==> src/rtl/freq_ramp_pkg.sv <==
package freq_ramp_pkg;

    localparam int NW_MAX = 16;

    typedef enum logic {
        CH_CPU = 1'b0,
        CH_SRC = 1'b1
    } chan_e;

    typedef struct packed {
        logic [NW_MAX-1:0] cpu;
        logic [NW_MAX-1:0] src;
    } pair_t;

    // One N step toward the goal, never past it.
    function automatic logic [NW_MAX-1:0] step_toward(
        input logic [NW_MAX-1:0] cur,
        input logic [NW_MAX-1:0] goal
    );
        if (cur < goal)      return cur + 1'b1;
        else if (cur > goal) return cur - 1'b1;
        else                 return cur;
    endfunction

    function automatic chan_e pick_owner(
        input logic  manual,
        input logic  sel,
        input logic  cpu_new,
        input logic  src_new,
        input chan_e prev
    );
        if (manual)       return chan_e'(sel);
        else if (cpu_new) return CH_CPU;
        else if (src_new) return CH_SRC;
        else              return prev;
    endfunction

endpackage

==> src/rtl/ramp_tick.sv <==
module ramp_tick #(
    parameter int TICK_DIV = 4
) (
    input  logic clk,
    input  logic rst,
    output logic tick_o
);
    localparam int CW = (TICK_DIV > 1) ? $clog2(TICK_DIV) : 1;
    localparam logic [CW-1:0] LAST = CW'(TICK_DIV - 1);

    logic [CW-1:0] cnt_q;

    assign tick_o = (cnt_q == LAST);

    always_ff @(posedge clk) begin
        if (rst)         cnt_q <= '0;
        else if (tick_o) cnt_q <= '0;
        else             cnt_q <= cnt_q + 1'b1;
    end
endmodule

==> src/rtl/ramp_arbiter.sv <==
module ramp_arbiter
    import freq_ramp_pkg::*;
#(
    parameter int N_W = 9
) (
    input  logic           clk,
    input  logic           rst,
    input  logic [N_W-1:0] cpu_target_i,
    input  logic [N_W-1:0] src_target_i,
    input  logic           manual_mode_i,
    input  logic           manual_sel_i,
    output logic [N_W-1:0] cpu_tgt_q,
    output logic [N_W-1:0] src_tgt_q,
    output chan_e          owner_q
);
    logic  cpu_new, src_new;
    chan_e owner_d;

    assign cpu_new = (cpu_target_i != cpu_tgt_q);
    assign src_new = (src_target_i != src_tgt_q);
    assign owner_d = pick_owner(manual_mode_i, manual_sel_i, cpu_new, src_new, owner_q);

    always_ff @(posedge clk) begin
        if (rst) begin
            cpu_tgt_q <= '0;
            src_tgt_q <= '0;
            owner_q   <= CH_CPU;
        end else begin
            cpu_tgt_q <= cpu_target_i;
            src_tgt_q <= src_target_i;
            owner_q   <= owner_d;
        end
    end
endmodule

==> src/rtl/ramp_channel.sv <==
module ramp_channel
    import freq_ramp_pkg::*;
#(
    parameter int    N_W = 9,
    parameter chan_e ME  = CH_CPU
) (
    input  logic           clk,
    input  logic           rst,
    input  logic           tick_i,
    input  chan_e          owner_i,
    input  logic [N_W-1:0] tgt_i,
    output logic [N_W-1:0] cur_q
);
    logic           owned;
    logic [N_W-1:0] stepped;

    assign owned   = (owner_i == ME);
    assign stepped = N_W'(step_toward(NW_MAX'(cur_q), NW_MAX'(tgt_i)));

    always_ff @(posedge clk) begin
        if (rst)         cur_q <= '0;
        else if (!owned) cur_q <= tgt_i;
        else if (tick_i) cur_q <= stepped;
    end
endmodule

==> src/rtl/freq_ramp_ctrl.sv <==
module freq_ramp_ctrl
    import freq_ramp_pkg::*;
#(
    parameter int N_W      = 9,
    parameter int TICK_DIV = 4
) (
    input  logic           clk,
    input  logic           rst,
    input  logic [N_W-1:0] cpu_target_i,
    input  logic [N_W-1:0] src_target_i,
    input  logic           manual_mode_i,
    input  logic           manual_sel_i,
    output logic [N_W-1:0] cpu_current_o,
    output logic [N_W-1:0] src_current_o,
    output logic           busy_o
);
    localparam int NCH = 2;

    logic           tick_w;
    chan_e          owner_w;
    logic [N_W-1:0] cpu_tgt_w, src_tgt_w;
    logic [N_W-1:0] tgt_w [NCH];
    logic [N_W-1:0] cur_w [NCH];

    ramp_tick #(.TICK_DIV(TICK_DIV)) tick_i (
        .clk(clk), .rst(rst), .tick_o(tick_w)
    );

    ramp_arbiter #(.N_W(N_W)) arb_i (
        .clk(clk), .rst(rst),
        .cpu_target_i(cpu_target_i), .src_target_i(src_target_i),
        .manual_mode_i(manual_mode_i), .manual_sel_i(manual_sel_i),
        .cpu_tgt_q(cpu_tgt_w), .src_tgt_q(src_tgt_w), .owner_q(owner_w)
    );

    assign tgt_w[0] = cpu_tgt_w;
    assign tgt_w[1] = src_tgt_w;

    for (genvar ch = 0; ch < NCH; ch++) begin : g_chan
        ramp_channel #(.N_W(N_W), .ME(chan_e'(ch))) chan_i (
            .clk(clk), .rst(rst), .tick_i(tick_w), .owner_i(owner_w),
            .tgt_i(tgt_w[ch]), .cur_q(cur_w[ch])
        );
    end

    assign cpu_current_o = cur_w[0];
    assign src_current_o = cur_w[1];
    assign busy_o = (owner_w == CH_SRC) ? (cur_w[1] != src_tgt_w)
                                        : (cur_w[0] != cpu_tgt_w);
endmodule

==> config.mk <==
export PLATFORM = sky130hd
export DESIGN_NAME = freq_ramp_ctrl
export DESIGN_NICKNAME = d
export VERILOG_FILES = /design/src/rtl/freq_ramp_pkg.sv /design/src/rtl/ramp_tick.sv /design/src/rtl/ramp_arbiter.sv /design/src/rtl/ramp_channel.sv /design/src/rtl/freq_ramp_ctrl.sv
export SDC_FILE = /design/constraint.sdc
export NUM_CORES = 1
export LEC_CHECK = 0
export BUFFER_PORTS_ARGS = -buffer_cell sky130_fd_sc_hd__buf_4
export CORE_MARGIN = 2
export CORE_UTILIZATION = 55
export DETAILED_ROUTE_END_ITERATION = 16
export GPL_TIMING_DRIVEN = 0
export PLACE_DENSITY = 0.79
export SLEW_MARGIN = 40
export SYNTH_ARGS = -nofsm -noshare
export SYNTH_HDL_FRONTEND = slang
export SYNTH_SLANG_ARGS = --single-unit
==> constraint.sdc <==
create_clock -name clk -period 4.1 [get_ports clk]
set_input_delay 0.205 -clock clk [delete_from_list [all_inputs] [get_ports clk]]
set_output_delay 0.205 -clock clk [all_outputs]
set_load 0.01 [all_outputs]
Word level (Yosys, flattened, before mapping) --
Cells that the tools add are included.
Operators by class: add/subtract/negate cells 5, order comparisons 4, eq/ne operators 7, mux-type cells 12, reduce and logical (&&, ||, !) cells 6
Operators by type and width (count):
- 9-bit 2-to-1 mux | 8
- 9-bit inequality test | 4
- 9-bit by 1-bit adder with 9-bit output, second input constant | 2
- 9-bit > comparator | 2
- 9-bit less-than comparator | 2
- 9-bit by 1-bit subtractor with 9-bit output, second input constant | 2
- 3-bit nonzero test | 2
- 1-bit 2-to-1 mux | 4
- 2-bit AND reduction | 2
- 3-bit by 1-bit inequality test with 1-bit output, second input constant | 1
- 2-bit by 1-bit adder with 2-bit output, second input constant | 1
- 2-bit == test, second input constant | 1
- 2-bit by 1-bit inequality test with 1-bit output, second input constant | 1
- 2-bit nonzero test | 1
- 2-bit OR reduction | 1
Storage, ports and cells: register bits after elaboration 39, output and inout bits 19, logic and storage cells 40

Longest topological paths before layout --
depth in word-level cells 5, depth in mapped cells 11, depth with buffers taken out 11

Hierarchy --
A second synthesis with hierarchy kept.
Second synthesis, totals: cells, all modules 326, area, all modules 2997.9 sq um
By module, submodules not included:
- ramp_channel at g_chan[0].chan_i | instances 1, cells each 117, area each 1004.7 sq um, seq. area each 180.2 sq um
- ramp_channel at g_chan[1].chan_i | instances 1, cells each 114, area each 998.5 sq um, seq. area each 180.2 sq um
- ramp_arbiter | instances 1, cells each 66, area each 721.9 sq um, seq. area each 380.4 sq um
- freq_ramp_ctrl | instances 1, cells each 24, area each 197.7 sq um, seq. area each 0.0 sq um
- ramp_tick | instances 1, cells each 5, area each 75.1 sq um, seq. area each 40.0 sq um

Worst setup path before layout --
No wires, ideal clock.
path type reg2reg, start point register g_chan[1].chan_i.cur_q[2], end point register g_chan[1].chan_i.cur_q[8], arrival 3.069 ns, data required time 4.027 ns, path slack 0.957 ns, cell stages (with the launch flop) 11, period minus slack after synthesis 3.143 ns, path through dfxtp_1 ha_1 a21oi_1 o21ai_2 a2111o_1 fa_1 a211oi_2 nor2_1 o221a_1 or4_1 o211ai_2
Between the ends: cells in the longest elaborated chain, start to end 5, elaborated cells on any way between the ends 10, classes of those cells 2 x add/sub; 2 x order compare; 1 x eq/ne; 4 x mux; 1 x reduce/logical
RTL lines:
- start: declaration | line ramp_channel.sv:12 | output logic [N_W-1:0] cur_q
- start signal: assignment | line ramp_channel.sv:22 | else if (!owned) cur_q <= tgt_i;
- start signal: assignment | line ramp_channel.sv:23 | else if (tick_i) cur_q <= stepped;
- 9-bit by 1-bit subtractor with 9-bit output | line freq_ramp_pkg.sv:21 | else if (cur > goal) return cur - 1'b1;
- 9-bit 2-to-1 mux | line freq_ramp_pkg.sv:21
- 9-bit 2-to-1 mux | line freq_ramp_pkg.sv:20 | if (cur < goal) return cur + 1'b1;
- 9-bit 2-to-1 mux | line ramp_channel.sv:23
- 9-bit 2-to-1 mux | line ramp_channel.sv:22
Several ways; a longest one is shown, not always the timed one. The select of a mux whose other input is x is not followed. A chain may end at the register's enable or synchronous reset.

Worst setup path after layout --
start point register arb_i.src_tgt_q[6], end point register g_chan[1].chan_i.cur_q[8]
Between the ends: cells in the longest elaborated chain, start to end 4, elaborated cells on any way between the ends 7, classes of those cells 2 x order compare; 1 x eq/ne; 3 x mux; 1 x reduce/logical
RTL lines:
- start: declaration | line ramp_arbiter.sv:13 | output logic [N_W-1:0] src_tgt_q,
- start signal: assignment | line ramp_arbiter.sv:30 | src_tgt_q <= src_target_i;
- 9-bit less-than comparator | line freq_ramp_pkg.sv:20
- 9-bit 2-to-1 mux | line freq_ramp_pkg.sv:20
- 9-bit 2-to-1 mux | line ramp_channel.sv:23
- 9-bit 2-to-1 mux | line ramp_channel.sv:22
Several ways; a longest one is shown, not always the timed one. The select of a mux whose other input is x is not followed.

==> qor.csv <==
metric;value;unit
synth_top_area_cell;dfxtp_1;
crit_path_start;arb_i.src_tgt_q[6];
io_buffers;40;
drive_gt1_share;14.5;%
fin_crit;3550;ps
pin_count;41;
nets;443;
grt_overflow;0;
worstSetupStartpointType;flop;
netlist.area_leader.share;27.2;%
hold_viol_final;0;
track_usage;26.0;%
multiInputGateArea;0.00196;sq mm
syn_to_final_growth;16.4;%
worst_pin_slew;727;ps
clock_latency;290;ps
path_class;flop to flop;
synth_area_leaders;dfxtp_1 27%, ha_1 14%, xnor2_1 5.5%;
synth-edff-count;0;
dp_hpwl;5.71;mm
antenna_left;0;
critPathSlowestCell;or4_1;
drc;0;
synthArstFlopShare;0;%
cp_slowest_stage_delay;530;ps
fillers;454;
htree_levels;2;
reg2reg_to;g_chan[1].chan_i.cur_q[8];
slew_violations;0;
drtPass1Iterations;4;
clock_sinks;39;
postCtsSetupBuffers;0;
n_antenna_cell;0;
gp_congestion;0.918;
synth.avg_cell_area;8.47;sq um
fin_skew;4.67;ps
syn_area;0.00287;sq mm
path_cells;inv_1, ha_1, nand4_1, nor3_1, a2111o_1, ha_1, o21ai_0, nor2_1, o221a_1, or4_1, o211ai_2;
vias;2739;
routedWlPerCell;16.0;um
synth_ff_type;dfxtp_1;
die_w;76.2;um
core.rowCount;26;
ys_seq_area_share;27.2;%
grt_pass1_wl;12.4;mm
die-area;0.00581;sq mm
ys_warn_count;0;
post_cts_resized;0;
reg2regPathDepth;11;
ys_seq_elements;39;
holdPathStages;2;
die_y;76.2;um
final_cell_mix;41 x buf_4, 39 x dfxtp_1, 33 x ha_1, 24 x inv_1;
worstReg2RegStart;arb_i.src_tgt_q[6];
holdBufCountCts;0;
ys_types;54;
powerDensity;333;mW/mm^2
cts_tree;yes;
path_clk_slew;80;ps
cp.required;4320;ps
critPathArrivalTime;3760;ps
antenna_found_initial;0;
rrSetupSlack;550;ps
finalCritPeriodShare;86.5;%
postLayoutSetupSlackWorst;555;ps
min_from;src_target_i[4];
grt_max_degree;13;
core_area;0.00507;sq mm
start_util;56.6;%
syn-instance-count;339;
avgViaCountPerCell;6.01;
relSlewSlack;51.1;%
rsz0062_at_grt;no;
holdPathEnd;arb_i.src_tgt_q[4];
drv_cap;0;
endpoint_kind;flop;
fin_hold_ws;139;ps
ctsRootBufferMaster;clkbuf_8;
mostFrequentLayoutCell;buf_4;
final.setup.tns;0;ps
path_common_cell;ha_1;
cts.path.max_buffers;2;
hold_class;input port to flop;
cts_buffers;5;
finalSetupViolCount;0;
post-place-ws;624;ps
status;completed;
grt_pass1_vias;2556;
path_max_fanout;12;
drtIter0Drc;159;
seq_area;781;sq um
p_leak;1.45;nW
synth_fp_nets;396;
routed_wl;7.30;mm
ir_drop;259;uV
fmax;282;MHz
-- Yosys cell counts (3+ instances only) --
cell / instances
nand3_1: 9
xnor2_1: 18
o21ai_0: 15
dfxtp_1: 39
o21bai_1: 4
nor3_1: 14
or3_1: 3
inv_1: 24
nand4_1: 8
nor2_1: 16
o211ai_1: 3
o22ai_1: 6
ha_1: 33
a21o_1: 4
clkbuf_1: 5
nor4_1: 3
nor2b_1: 20
nand2b_1: 6
nand2_1: 20
mux2i_1: 4
or4_1: 3
a211o_1: 3
o21a_1: 5
a211oi_1: 10
xor2_1: 7
a311oi_1: 6
a21oi_1: 15
buf_1: 3
-- worst max-delay path, delay by kind of cell, from the launching register on --
family	cells	cell delay, ps
AOI/OAI and AO/OA	4	1170
buffers and inverters	1	70
and+or+nand+nor	4	1160
adders and majority gates	2	670
DFF	1	400
-- cell type report --
type	instances	share of cell area [%]
flip-flops and latches	39	23.4
well taps	70	2.62
repair buffers	40	8.99
clock inverters	2	0.412
clock buffers	5	2.06
multi-input cells	266	58.6
plain buffers	10	1.27
inverters	24	2.70
-- worst max-delay path by stage --
| stage | depth (start not counted) | end | slack (ps) |
|---|---|---|---|
| after floorplan | 10 | g_chan[1].chan_i.cur_q[8] | 960 |
| after global placement | 11 | g_chan[1].chan_i.cur_q[8] | 650 |
| after detailed placement | 11 | g_chan[0].chan_i.cur_q[5] | 620 |
| after CTS | 11 | g_chan[1].chan_i.cur_q[8] | 580 |
| after global routing | 11 | g_chan[0].chan_i.cur_q[5] | 230 |
| final | 11 | g_chan[1].chan_i.cur_q[8] | 550 |
-- cell families (layout without fill, tap and decap cells) --
kind of cell,after synthesis,after routing,share of synthesized area (%)
simple gates,112,112,20.8
compound gates,90,90,22.6
flops,39,39,27.2
fa+ha+maj,35,35,15.8
buf+inv,34,81,4.62
xor+xnor,25,25,7.63
mux,4,4,1.39
-- metal layers --
metal	vias to the layer above	share of wire, %	routed length (um)	track usage (%)
met2	89	45	3300	40.3
met4	0	0.97	71	5.27
met3	10	5.9	429	4.50
met5	-	0	0	0
met1	1287	48	3490	38.1
li1	1353	-	-	-
-- power breakdown --
part | switching [mW] | internal (mW)
clock | 0.137 | 0.116
combinational | 0.231 | 0.188
sequential | 0.0340 | 0.406
total | 0.402 | 0.711
-- registers in the layout, indices dropped and copies added, names as in the netlist --
register             flops
arb_i.cpu_tgt_q          9
arb_i.src_tgt_q          9
g_chan.chan_i.cur_q     18
arb_i.owner_q            1
tick_i.cnt_q             2
-- metrics by stage --
stage               std cells  cell area, sq um  util (%)  power, mW
floorplan                 339              2870         -      0.739
global placement          449              3260      64.2      0.851
detailed placement        449              3260      64.2      0.861
CTS                       456              3340      65.8       1.11
global route              456              3340      65.8       1.19
finish                    456              3340      65.8       1.11
(Power assumes the default switching activity.)
